### src/rtl/cal_alarm_pkg.sv
// Shared types and field positions of the calendar alarm unit.
// Assumes a 32-bit register port with three used word addresses.
package cal_alarm_pkg;

    // Alarm time word, most significant field first.
    typedef struct packed {
        logic       day_msk;
        logic       hour_msk;
        logic       min_msk;
        logic       sec_msk;
        logic       wday_sel;
        logic       pm;
        logic [5:0] day;
        logic [5:0] hour;
        logic [6:0] min;
        logic [6:0] sec;
    } alarm_time_t;

    typedef enum logic [1:0] {
        REG_CTRL  = 2'd0,
        REG_TIME  = 2'd1,
        REG_SUBS  = 2'd2,
        REG_SPARE = 2'd3
    } reg_addr_e;

    localparam int CTL_EN      = 0;
    localparam int CTL_IRQ     = 1;
    localparam int CTL_LOW     = 2;
    localparam int CTL_KEEP    = 4;
    localparam int CTL_WRBL    = 5;
    localparam int SS_CODE_LSB = 24;

endpackage

### src/rtl/cal_alarm_regs.sv
// Register file of one alarm: control bits, protected time and subsecond
// words, flag-clear strobe and the writable status with its tick counter.
// Assumes SS_W <= 24 so the mask code field sits above the value field.
module cal_alarm_regs
    import cal_alarm_pkg::*;
#(
    parameter  int SS_W       = 15,
    parameter  int SYNC_TICKS = 2,
    localparam int CODE_W     = $clog2(SS_W + 1),
    localparam int CNT_W      = $clog2(SYNC_TICKS + 1)
) (
    input  logic              clk,
    input  logic              rst_n,
    input  logic              cal_tick,
    input  logic              init_mode,
    input  logic              wr_en,
    input  logic [1:0]        wr_addr,
    input  logic [31:0]       wr_data,
    input  logic [1:0]        rd_addr,
    input  logic              alarm_flag,
    output logic [31:0]       rd_data,
    output alarm_time_t       time_cfg,
    output logic [SS_W-1:0]   ss_val,
    output logic [CODE_W-1:0] ss_code,
    output logic              alarm_en,
    output logic              irq_en,
    output logic              pin_low,
    output logic              flag_clr,
    output logic              cfg_writable
);

    logic             wr_ctrl, wr_time, wr_subs, open_q;
    logic [CNT_W-1:0] sync_cnt;

    // Decode the write strobe per register and the protection window.
    always_comb begin
        open_q  = !alarm_en || init_mode;
        wr_ctrl = wr_en && (reg_addr_e'(wr_addr) == REG_CTRL);
        wr_time = wr_en && (reg_addr_e'(wr_addr) == REG_TIME) && open_q;
        wr_subs = wr_en && (reg_addr_e'(wr_addr) == REG_SUBS) && open_q;
        flag_clr = wr_ctrl && !wr_data[CTL_KEEP];
    end

    // Control bits are always writable.
    always_ff @(posedge clk) begin
        if (!rst_n) begin
            alarm_en <= 1'b0;
            irq_en   <= 1'b0;
            pin_low  <= 1'b0;
        end else if (wr_ctrl) begin
            alarm_en <= wr_data[CTL_EN];
            irq_en   <= wr_data[CTL_IRQ];
            pin_low  <= wr_data[CTL_LOW];
        end
    end

    // Alarm time word, accepted only inside the protection window.
    always_ff @(posedge clk) begin
        if (!rst_n) time_cfg <= '0;
        else if (wr_time) time_cfg <= alarm_time_t'(wr_data);
    end

    // Subsecond value and compare-width code, same protection.
    always_ff @(posedge clk) begin
        if (!rst_n) begin
            ss_val  <= '0;
            ss_code <= '0;
        end else if (wr_subs) begin
            ss_val  <= wr_data[SS_W-1:0];
            ss_code <= wr_data[SS_CODE_LSB +: CODE_W];
        end
    end

    // Tick counter that delays the writable status after a disable.
    always_ff @(posedge clk) begin
        if (!rst_n) sync_cnt <= '0;
        else if (wr_ctrl && alarm_en && !wr_data[CTL_EN]) sync_cnt <= CNT_W'(SYNC_TICKS);
        else if (cal_tick && (sync_cnt != '0)) sync_cnt <= sync_cnt - 1'b1;
    end

    assign cfg_writable = !alarm_en && (sync_cnt == '0);

    // Read multiplexer.
    always_comb begin
        rd_data = '0;
        unique case (reg_addr_e'(rd_addr))
            REG_CTRL: begin
                rd_data[CTL_EN]   = alarm_en;
                rd_data[CTL_IRQ]  = irq_en;
                rd_data[CTL_LOW]  = pin_low;
                rd_data[CTL_KEEP] = alarm_flag;
                rd_data[CTL_WRBL] = cfg_writable;
            end
            REG_TIME: rd_data = time_cfg;
            REG_SUBS: begin
                rd_data[SS_W-1:0]                = ss_val;
                rd_data[SS_CODE_LSB +: CODE_W]   = ss_code;
            end
            default: rd_data = '0;
        endcase
    end

    // a protected write while armed leaves the time word unchanged.
    a_r6_time_locked: assert property (@(posedge clk) disable iff (!rst_n)
        (wr_en && (wr_addr == 2'd1) && alarm_en && !init_mode) |=> $stable(time_cfg));

    // same for the subsecond word.
    a_r6_subs_locked: assert property (@(posedge clk) disable iff (!rst_n)
        (wr_en && (wr_addr == 2'd2) && alarm_en && !init_mode) |=> ($stable(ss_val) && $stable(ss_code)));

    // the status is low right after a disable.
    a_r7_low_after_disable: assert property (@(posedge clk) disable iff (!rst_n)
        $fell(alarm_en) |-> !cfg_writable);

endmodule

### src/rtl/cal_alarm_match.sv
// Combinational comparison of the calendar against the programmed alarm.
// Assumes BCD inputs; no range checking of the values is done.
module cal_alarm_match
    import cal_alarm_pkg::*;
#(
    parameter  int SS_W   = 15,
    localparam int CODE_W = $clog2(SS_W + 1)
) (
    input  alarm_time_t       time_cfg,
    input  logic [SS_W-1:0]   ss_val,
    input  logic [CODE_W-1:0] ss_code,
    input  logic              hour12,
    input  logic [6:0]        cal_sec,
    input  logic [6:0]        cal_min,
    input  logic [5:0]        cal_hour,
    input  logic              cal_pm,
    input  logic [5:0]        cal_date,
    input  logic [2:0]        cal_wday,
    input  logic [SS_W-1:0]   cal_subsec,
    output logic              match
);

    logic [SS_W-1:0] ss_keep;
    logic sec_ok, min_ok, hour_ok, day_ok, ss_ok;

    // One compare-enable per subsecond bit: bit i takes part when i < code.
    for (genvar i = 0; i < SS_W; i++) begin : g_keep
        assign ss_keep[i] = (CODE_W'(i) < ss_code);
    end

    // Per-field results, each forced true by its mask.
    always_comb begin
        sec_ok  = time_cfg.sec_msk  || (time_cfg.sec == cal_sec);
        min_ok  = time_cfg.min_msk  || (time_cfg.min == cal_min);
        hour_ok = time_cfg.hour_msk ||
                  ((time_cfg.hour == cal_hour) && (!hour12 || (time_cfg.pm == cal_pm)));
        day_ok  = time_cfg.day_msk  ||
                  (time_cfg.wday_sel ? (time_cfg.day[2:0] == cal_wday)
                                     : (time_cfg.day == cal_date));
        ss_ok   = ((ss_val ^ cal_subsec) & ss_keep) == '0;
        match   = sec_ok && min_ok && hour_ok && day_ok && ss_ok;
    end

    // fully masked calendar with no subsecond bits always matches.
    always_comb begin
        a_r2_all_masked: assert (!(time_cfg.day_msk && time_cfg.hour_msk && time_cfg.min_msk &&
                                   time_cfg.sec_msk && (ss_code == '0)) || match);
    end

endmodule

### src/rtl/cal_alarm_flag.sv
// Sticky alarm flag set on a fresh match at a calendar tick, plus the
// interrupt gate and the polarity-selectable pin.
// Assumes flag_clr is a one-cycle strobe from the register file.
module cal_alarm_flag (
    input  logic clk,
    input  logic rst_n,
    input  logic cal_tick,
    input  logic alarm_en,
    input  logic match,
    input  logic flag_clr,
    input  logic irq_en,
    input  logic pin_low,
    output logic alarm_flag,
    output logic alarm_irq,
    output logic alarm_pin
);

    logic seen_q;
    logic set_now;

    assign set_now = cal_tick && alarm_en && match && !seen_q;

    // Remember whether the last tick already matched; forget when disarmed.
    always_ff @(posedge clk) begin
        if (!rst_n) seen_q <= 1'b0;
        else if (cal_tick) seen_q <= alarm_en && match;
        else if (!alarm_en) seen_q <= 1'b0;
    end

    // Flag: set wins over a clear in the same cycle.
    always_ff @(posedge clk) begin
        if (!rst_n) alarm_flag <= 1'b0;
        else if (set_now) alarm_flag <= 1'b1;
        else if (flag_clr) alarm_flag <= 1'b0;
    end

    assign alarm_irq = alarm_flag && irq_en;
    assign alarm_pin = alarm_flag ^ pin_low;

    // the flag only rises at an enabled tick.
    a_r1_rise_on_tick: assert property (@(posedge clk) disable iff (!rst_n)
        $rose(alarm_flag) |-> ($past(cal_tick) && $past(alarm_en)));

    // without a clear the flag holds.
    a_r8_sticky: assert property (@(posedge clk) disable iff (!rst_n)
        (alarm_flag && !flag_clr) |=> alarm_flag);

    // a continuing match does not raise a cleared flag.
    a_r8_no_retrigger: assert property (@(posedge clk) disable iff (!rst_n)
        (cal_tick && seen_q && !alarm_flag) |=> !alarm_flag);

endmodule

### src/rtl/cal_alarm_unit.sv
// One calendar alarm: register file, matcher and flag/output stage.
// Assumes the calendar inputs are already in this clock domain and that
// cal_tick pulses for one cycle per calendar update.
module cal_alarm_unit
    import cal_alarm_pkg::*;
#(
    parameter  int SS_W       = 15,
    parameter  int SYNC_TICKS = 2,
    localparam int CODE_W     = $clog2(SS_W + 1)
) (
    input  logic            clk,
    input  logic            rst_n,
    input  logic            cal_tick,
    input  logic            init_mode,
    input  logic            hour12,
    input  logic [6:0]      cal_sec,
    input  logic [6:0]      cal_min,
    input  logic [5:0]      cal_hour,
    input  logic            cal_pm,
    input  logic [5:0]      cal_date,
    input  logic [2:0]      cal_wday,
    input  logic [SS_W-1:0] cal_subsec,
    input  logic            wr_en,
    input  logic [1:0]      wr_addr,
    input  logic [31:0]     wr_data,
    input  logic [1:0]      rd_addr,
    output logic [31:0]     rd_data,
    output logic            alarm_flag,
    output logic            cfg_writable,
    output logic            alarm_irq,
    output logic            alarm_pin
);

    alarm_time_t       time_cfg;
    logic [SS_W-1:0]   ss_val;
    logic [CODE_W-1:0] ss_code;
    logic              alarm_en, irq_en, pin_low, flag_clr, match;

    cal_alarm_regs #(.SS_W(SS_W), .SYNC_TICKS(SYNC_TICKS)) regs_i (
        .clk(clk), .rst_n(rst_n), .cal_tick(cal_tick), .init_mode(init_mode),
        .wr_en(wr_en), .wr_addr(wr_addr), .wr_data(wr_data), .rd_addr(rd_addr),
        .alarm_flag(alarm_flag), .rd_data(rd_data), .time_cfg(time_cfg),
        .ss_val(ss_val), .ss_code(ss_code), .alarm_en(alarm_en), .irq_en(irq_en),
        .pin_low(pin_low), .flag_clr(flag_clr), .cfg_writable(cfg_writable)
    );

    cal_alarm_match #(.SS_W(SS_W)) match_i (
        .time_cfg(time_cfg), .ss_val(ss_val), .ss_code(ss_code), .hour12(hour12),
        .cal_sec(cal_sec), .cal_min(cal_min), .cal_hour(cal_hour), .cal_pm(cal_pm),
        .cal_date(cal_date), .cal_wday(cal_wday), .cal_subsec(cal_subsec),
        .match(match)
    );

    cal_alarm_flag flag_i (
        .clk(clk), .rst_n(rst_n), .cal_tick(cal_tick), .alarm_en(alarm_en),
        .match(match), .flag_clr(flag_clr), .irq_en(irq_en), .pin_low(pin_low),
        .alarm_flag(alarm_flag), .alarm_irq(alarm_irq), .alarm_pin(alarm_pin)
    );

endmodule

### config.mk
export PLATFORM = sky130hd
export DESIGN_NAME = cal_alarm_unit
export DESIGN_NICKNAME = d
export VERILOG_FILES = /design/src/rtl/cal_alarm_pkg.sv /design/src/rtl/cal_alarm_regs.sv /design/src/rtl/cal_alarm_match.sv /design/src/rtl/cal_alarm_flag.sv /design/src/rtl/cal_alarm_unit.sv
export SDC_FILE = /design/constraint.sdc
export NUM_CORES = 1
export LEC_CHECK = 0
export BUFFER_PORTS_ARGS = -buffer_cell sky130_fd_sc_hd__buf_2
export CAP_MARGIN = 20
export CORE_ASPECT_RATIO = 2
export CORE_UTILIZATION = 45
export DETAILED_ROUTE_END_ITERATION = 10
export GPL_TIMING_DRIVEN = 0
export PLACE_DENSITY = 0.74
export SYNTH_ARGS = -nofsm -noshare
export SYNTH_HDL_FRONTEND = slang
export SYNTH_SLANG_ARGS = --single-unit
### constraint.sdc
create_clock -name clk -period 4.6 [get_ports clk]
set_clock_uncertainty 0.1 [all_clocks]
set_input_delay 0 -clock clk [delete_from_list [all_inputs] [get_ports clk]]
set_output_delay 0 -clock clk [all_outputs]
set_load 0.05 [all_outputs]
* Word level (Yosys, flattened, before mapping)
Cells that the tools add are included.
Storage, ports and cells: flip-flop bits (word level) 58, latch bits 0, bits in writable memories 0, memory bits (read-only) 0, bits of input ports 87, output and inout port bits 36, logic and storage cells 103, memories 0
Operators by class: add/sub/neg operators 1, $mul 0, div/mod/pow operators 0, order comparisons 15, equal/unequal tests 11, shift-type cells 0, mux-type cells 14, bitwise operators 4, reduce and logical (&&, ||, !) cells 39
Operators by type and width (count):
- less-than comparator 4 bit (first input constant) | 7
- logical AND 1 bit | 20
- case mux 9 bit (2 select lines) | 1
- less-than comparator 3 x 4 -> 1 bit (first input constant) | 4
- bitwise AND 15 bit | 1
- logical NOT 15 bit | 1
- bitwise XOR 15 bit | 1
- == test 7 bit | 2
- == test 6 bit | 2
- two-way mux 9 bit | 1
- case mux 3 bit (3 select lines) | 1
- less-than comparator 1 x 4 -> 1 bit (first input constant) | 2
- less-than comparator 2 x 4 -> 1 bit (first input constant) | 2
- case mux 4 bit (2 select lines) | 1
- logical NOT 2 bit | 3
- logical OR 1 bit | 6
- case mux 2 bit (3 select lines) | 1
- nonzero test 2 bit | 3
- logical NOT 1 bit | 5
- two-way mux 1 bit | 5
- == test 2 x 1 -> 1 bit (second input constant) | 2
- == test 2 bit (second input constant) | 2
- two-way mux 2 bit | 2
- two-way mux 4 bit | 1
- other kinds (8) | 8

* Longest topological paths before layout
depth in word-level cells 10, mapped depth 7, mapped depth without buffers 6

* Cells and area by module
A second synthesis with hierarchy kept.
Unflattened totals: cell total of the unflattened synthesis 382, area total of the unflattened synthesis 3405.8 µm²
By module, submodules not included:
- cal_alarm_regs | times used 1, cells an instance 290, area each 2675.1 µm², sequential area each 1121.1 µm²
- cal_alarm_match | times used 1, cells an instance 82, area each 635.6 µm², sequential area each 0.0 µm²
- cal_alarm_flag | times used 1, cells an instance 10, area each 95.1 µm², sequential area each 40.0 µm²

* Worst setup path before layout
OpenSTA, ideal clock, no wires.
path type register to output, from register regs_i.sync_cnt[0], to output rd_data[5], arrival 2.112 ns, required time 4.500 ns, path slack 2.388 ns, stages on the path, launching flop included 6, buffers on the path 0, path through dfxtp_1 -> inv_1 -> ha_1 -> nor2b_1 -> a222oi_1 -> nor2_1
On the way: longest elaborated chain between the ends 3
RTL lines:
- from (decl) | line cal_alarm_regs.sv:33 | logic [CNT_W-1:0] sync_cnt;
- from (signal assigned) | line cal_alarm_regs.sv:77 | else if (wr_ctrl && alarm_en && !wr_data[CTL_EN]) sync_cnt <= CNT_W'(SYNC_TICKS);
- from (signal assigned) | line cal_alarm_regs.sv:78 | else if (cal_tick && (sync_cnt != '0)) sync_cnt <= sync_cnt - 1'b1;
- logical NOT 2 bit | line cal_alarm_regs.sv:81 | assign cfg_writable = !alarm_en && (sync_cnt == '0);
- logical AND 1 bit | line cal_alarm_regs.sv:81
- via cfg_writable | line cal_alarm_unit.sv:29 | output logic cfg_writable,
- case mux 2 bit (3 select lines) | line cal_alarm_regs.sv:86 | unique case (reg_addr_e'(rd_addr))
- to (decl) | line cal_alarm_unit.sv:27 | output logic [31:0] rd_data,
The timed path passes the listed nets, and every way through them passes these cells.

* Final worst setup path
from register, netlist name regs_i.time_cfg[5], to register flag_i.alarm_flag
On the way: longest elaborated chain between the ends 9, elaborated cells between the ends (all ways) 10, those cells by class 1 x eq/ne; 1 x mux; 8 x reduce/logical
RTL lines:
- == test 7 bit * | line cal_alarm_match.sv:33 | sec_ok = time_cfg.sec_msk || (time_cfg.sec == cal_sec);
- logical OR 1 bit * | line cal_alarm_match.sv:33
- logical AND 1 bit * (4 in series) | line cal_alarm_match.sv:41 | match = sec_ok && min_ok && hour_ok && day_ok && ss_ok;
- logical AND 1 bit * (2 in series) | line cal_alarm_flag.sv:21 | assign set_now = cal_tick && alarm_en && match && !seen_q;
- two-way mux 1 bit / nonzero test 2 bit (equally long branches)
- to (signal assigned) | line cal_alarm_flag.sv:32 | if (!rst_n) alarm_flag <= 1'b0;
- to (signal assigned) | line cal_alarm_flag.sv:33 | else if (set_now) alarm_flag <= 1'b1;
- to (signal assigned) | line cal_alarm_flag.sv:34 | else if (flag_clr) alarm_flag <= 1'b0;
- to (decl) | line cal_alarm_flag.sv:13 | output logic alarm_flag,
Every way passes the cells marked *; elsewhere a longest branch is shown, timed or not. A chain may end at the register's enable or synchronous reset.

==> results.sh <==
export IMPL_avgSynthCellArea_sq_um=8.11
export IMPL_antenna_found_initial=0
export IMPL_wirelength_um=11200
export IMPL_clockBufferDepth=2
export IMPL_required_ns=4.77
export IMPL_ys_types=40
export IMPL_die_w_um=62.4
export IMPL_post_route_min_period_ns=2.07
export IMPL_crit_chain="xor2_1 -> nor4_1 -> a41oi_1 -> a2111oi_1 -> nand4_1 -> o21ai_1"
export IMPL_fill_cells=612
export IMPL_synth_area_sq_um=3280
export IMPL_grt_pass1_vias=3755
export IMPL_fin_nets=665
export IMPL_final_cells=668
export IMPL_cts_sinks=58
export IMPL_worstMarginPinSlew_ns=0.586
export IMPL_diodes=0
export IMPL_drc_errors=0
export IMPL_slew_headroom_pct=61.0
export IMPL_cts_root_buf="clkbuf_16"
export IMPL_synth_sequential_area_ratio_pct=35.4
export IMPL_port_buffer_count=122
export IMPL_yosysTopAreaCellShare_pct=35.4
export IMPL_gp_congestion=0.900
export IMPL_cap_violations=0
export IMPL_cts_tree="built"
export IMPL_netlist_top_cells_area="dfxtp_1 35%, nand2_1 12%, a21boi_1 8.5%"
export IMPL_crit_buf_inv=0
export IMPL_worstPathArrival_ns=2.24
export IMPL_ys_ff_latch=58
export IMPL_area_growth_syn_to_layout_pct=41.3
export IMPL_drive_gt1_share_pct=24.4
export IMPL_grt_max_degree=11
export IMPL_crit_family="simple AND/OR/NAND/NOR gates"
export IMPL_final_cell_mix="122 x buf_2, 104 x nand2_1, 58 x dfxtp_1, 37 x a21boi_1, 35 x dlygate4sd3_1"
export IMPL_path_clk_slew_ns=0.05
export IMPL_grt_ovfl_total=0
export IMPL_postCtsSetupBuffers=0
export IMPL_synth_fp_nets=497
export IMPL_cts_resized=0
export IMPL_hold_viol_final=0
export IMPL_grt_pass1_wl_um=17500
export IMPL_routedWlPerCell_um=16.8
export IMPL_layout_commonest_cell="buf_2"
export IMPL_num_io_pins=123
export IMPL_p_per_area_nw_per_um2=304
export IMPL_setup_viol=0
export IMPL_rsz0062_at_grt="false"
export IMPL_die_area_sq_um=7660
export IMPL_clk_latency_ns=0.33
export IMPL_cts_hold_buf=35
export IMPL_start_kind="flop"
export IMPL_ir_worst_vdd_mv=0.222
export IMPL_place_ws_ns=2.52
export IMPL_power_mw=1.41
export IMPL_hp_class="in -> reg"
export IMPL_first_pass_iters=4
export IMPL_endpoint_kind="flop"
export IMPL_dieHeight_um=123
export IMPL_ys_flop_type="dfxtp_1"
export IMPL_async_flop_share_pct=0
export IMPL_drt_iter0_drc=191
export IMPL_ys_warn_count=0
export IMPL_finalCritPeriodShare_pct=45.1
export IMPL_synthCells=405
export IMPL_rows=43
export IMPL_fmax_mhz=482
export IMPL_vias=3560
export IMPL_start_util_pct=46.9
export IMPL_place_inst=617
export IMPL_cpPeakStageDelay_ns=0.51
export IMPL_setup_tns_ns=0
export IMPL_fin_ws_ns=2.53
export IMPL_final_antenna_net_count=0
export IMPL_p_leak_nw=1.99
export IMPL_coreArea_sq_um=6990
export IMPL_crit_path_top_delay_cell="nor4_1"
export IMPL_grt_usage_pct=30.5
export IMPL_synth_edf_count=0
export IMPL_cts_made_buffers=9
export IMPL_vias_per_cell=5.33
export IMPL_yosysTopAreaCell="dfxtp_1"
export IMPL_crit_type="reg -> reg"
export IMPL_hpwl_um=8240
export IMPL_htreeDepth=3
export IMPL_crit_path_max_fanout=3
export IMPL_slew_viol_final=0
export IMPL_outcome="complete, no violations"
## routing by layer
layer / global-route usage (%) / routed length, um
met5: 0 / 0
met3: 6.69 / 636
met2: 57.9 / 6030
met4: 24.6 / 724
met1: 27.0 / 3830
## final timing paths
check | start | slack (ns) | cells after the start | to
worst min register to register | flag_i.seen_q | 0.33 | 1 | flag_i.alarm_flag
worst min-delay path | rst_n | 0.09 | 5 | flag_i.alarm_flag
worst max-delay path | regs_i.time_cfg[5] | 2.53 | 6 | flag_i.alarm_flag
worst max register to register | regs_i.time_cfg[5] | 2.53 | 6 | flag_i.alarm_flag
## sequential cells by signal, indices dropped and copies added (netlist names)
signal and flops:
regs_i.time_cfg 32, regs_i.ss_val 15, regs_i.ss_code 4, regs_i.sync_cnt 2
flag_i.alarm_flag 1, flag_i.seen_q 1, regs_i.alarm_en 1, regs_i.irq_en 1
regs_i.pin_low 1
## where the power goes
group	total, mW	internal [mW]	leakage [nW]	switching, mW
combinational	0.242	0.109	1.38	0.134
clock	0.628	0.406	0.143	0.222
sequential	0.539	0.522	0.471	0.0168
## stage by stage
| step | hold slack [ns] | cell area (sq um) | utilization (%) |
|---|---|---|---|
| final | 0.0914 | 4640 | 66.4 |
| after CTS | 0.0783 | 4640 | 66.4 |
| after floorplan | 0.0348 | 3280 | - |
| after global placement | 0.139 | 4010 | 57.3 |
| after global routing | 0.129 | 4640 | 66.4 |
| after detailed placement | 0.149 | 4010 | 57.3 |
## final cells by class
type	instances	area, sq um	area share, %
inverters	4	15.0	0.324
plain buffers	27	124	2.67
clock inverters	2	10.0	0.216
well taps	90	113	2.43
repair buffers	157	961	20.7
clock buffers	14	274	5.90
flip-flops and latches	58	1160	25.0
multi-input cells	316	1980	42.7
## worst register-to-register path, stage by stage, from the launching register on
cell and delay [ns]:
dfxtp_1 0.34, xor2_1 0.17, nor4_1 0.51, a41oi_1 0.20, a2111oi_1 0.36, nand4_1 0.19
o21ai_1 0.14
## cells in the mapped netlist, drive strengths merged (2+ instances only)
cell and count:
nand2 104, dfxtp 58, a21boi 52, xor2 30, clkbuf 23, nor2b 21
xnor2 17, a22oi 15, and2 14, nor2 8, a222oi 5, ha 5
nand3 5, nor4 5, a21oi 4, buf 4, inv 4, nand4 4
o21ai 4, a41oi 3, mux2i 3, a2111oi 2, a211oi 2, and3 2
nand2b 2
## logic make-up after synthesis
logic type | count (synthesis) | synth area share (%)
AND/OR/NAND/NOR | 169 | 23.8
AO/OA/AOI/OAI | 92 | 21.2
flip-flops | 58 | 35.4
XOR/XNOR | 47 | 12.5
buffers and inverters | 31 | 4.23
adder cells (fa/ha/maj) | 5 | 1.91
multiplexers | 3 | 0.915
(Power assumes the default switching activity.)
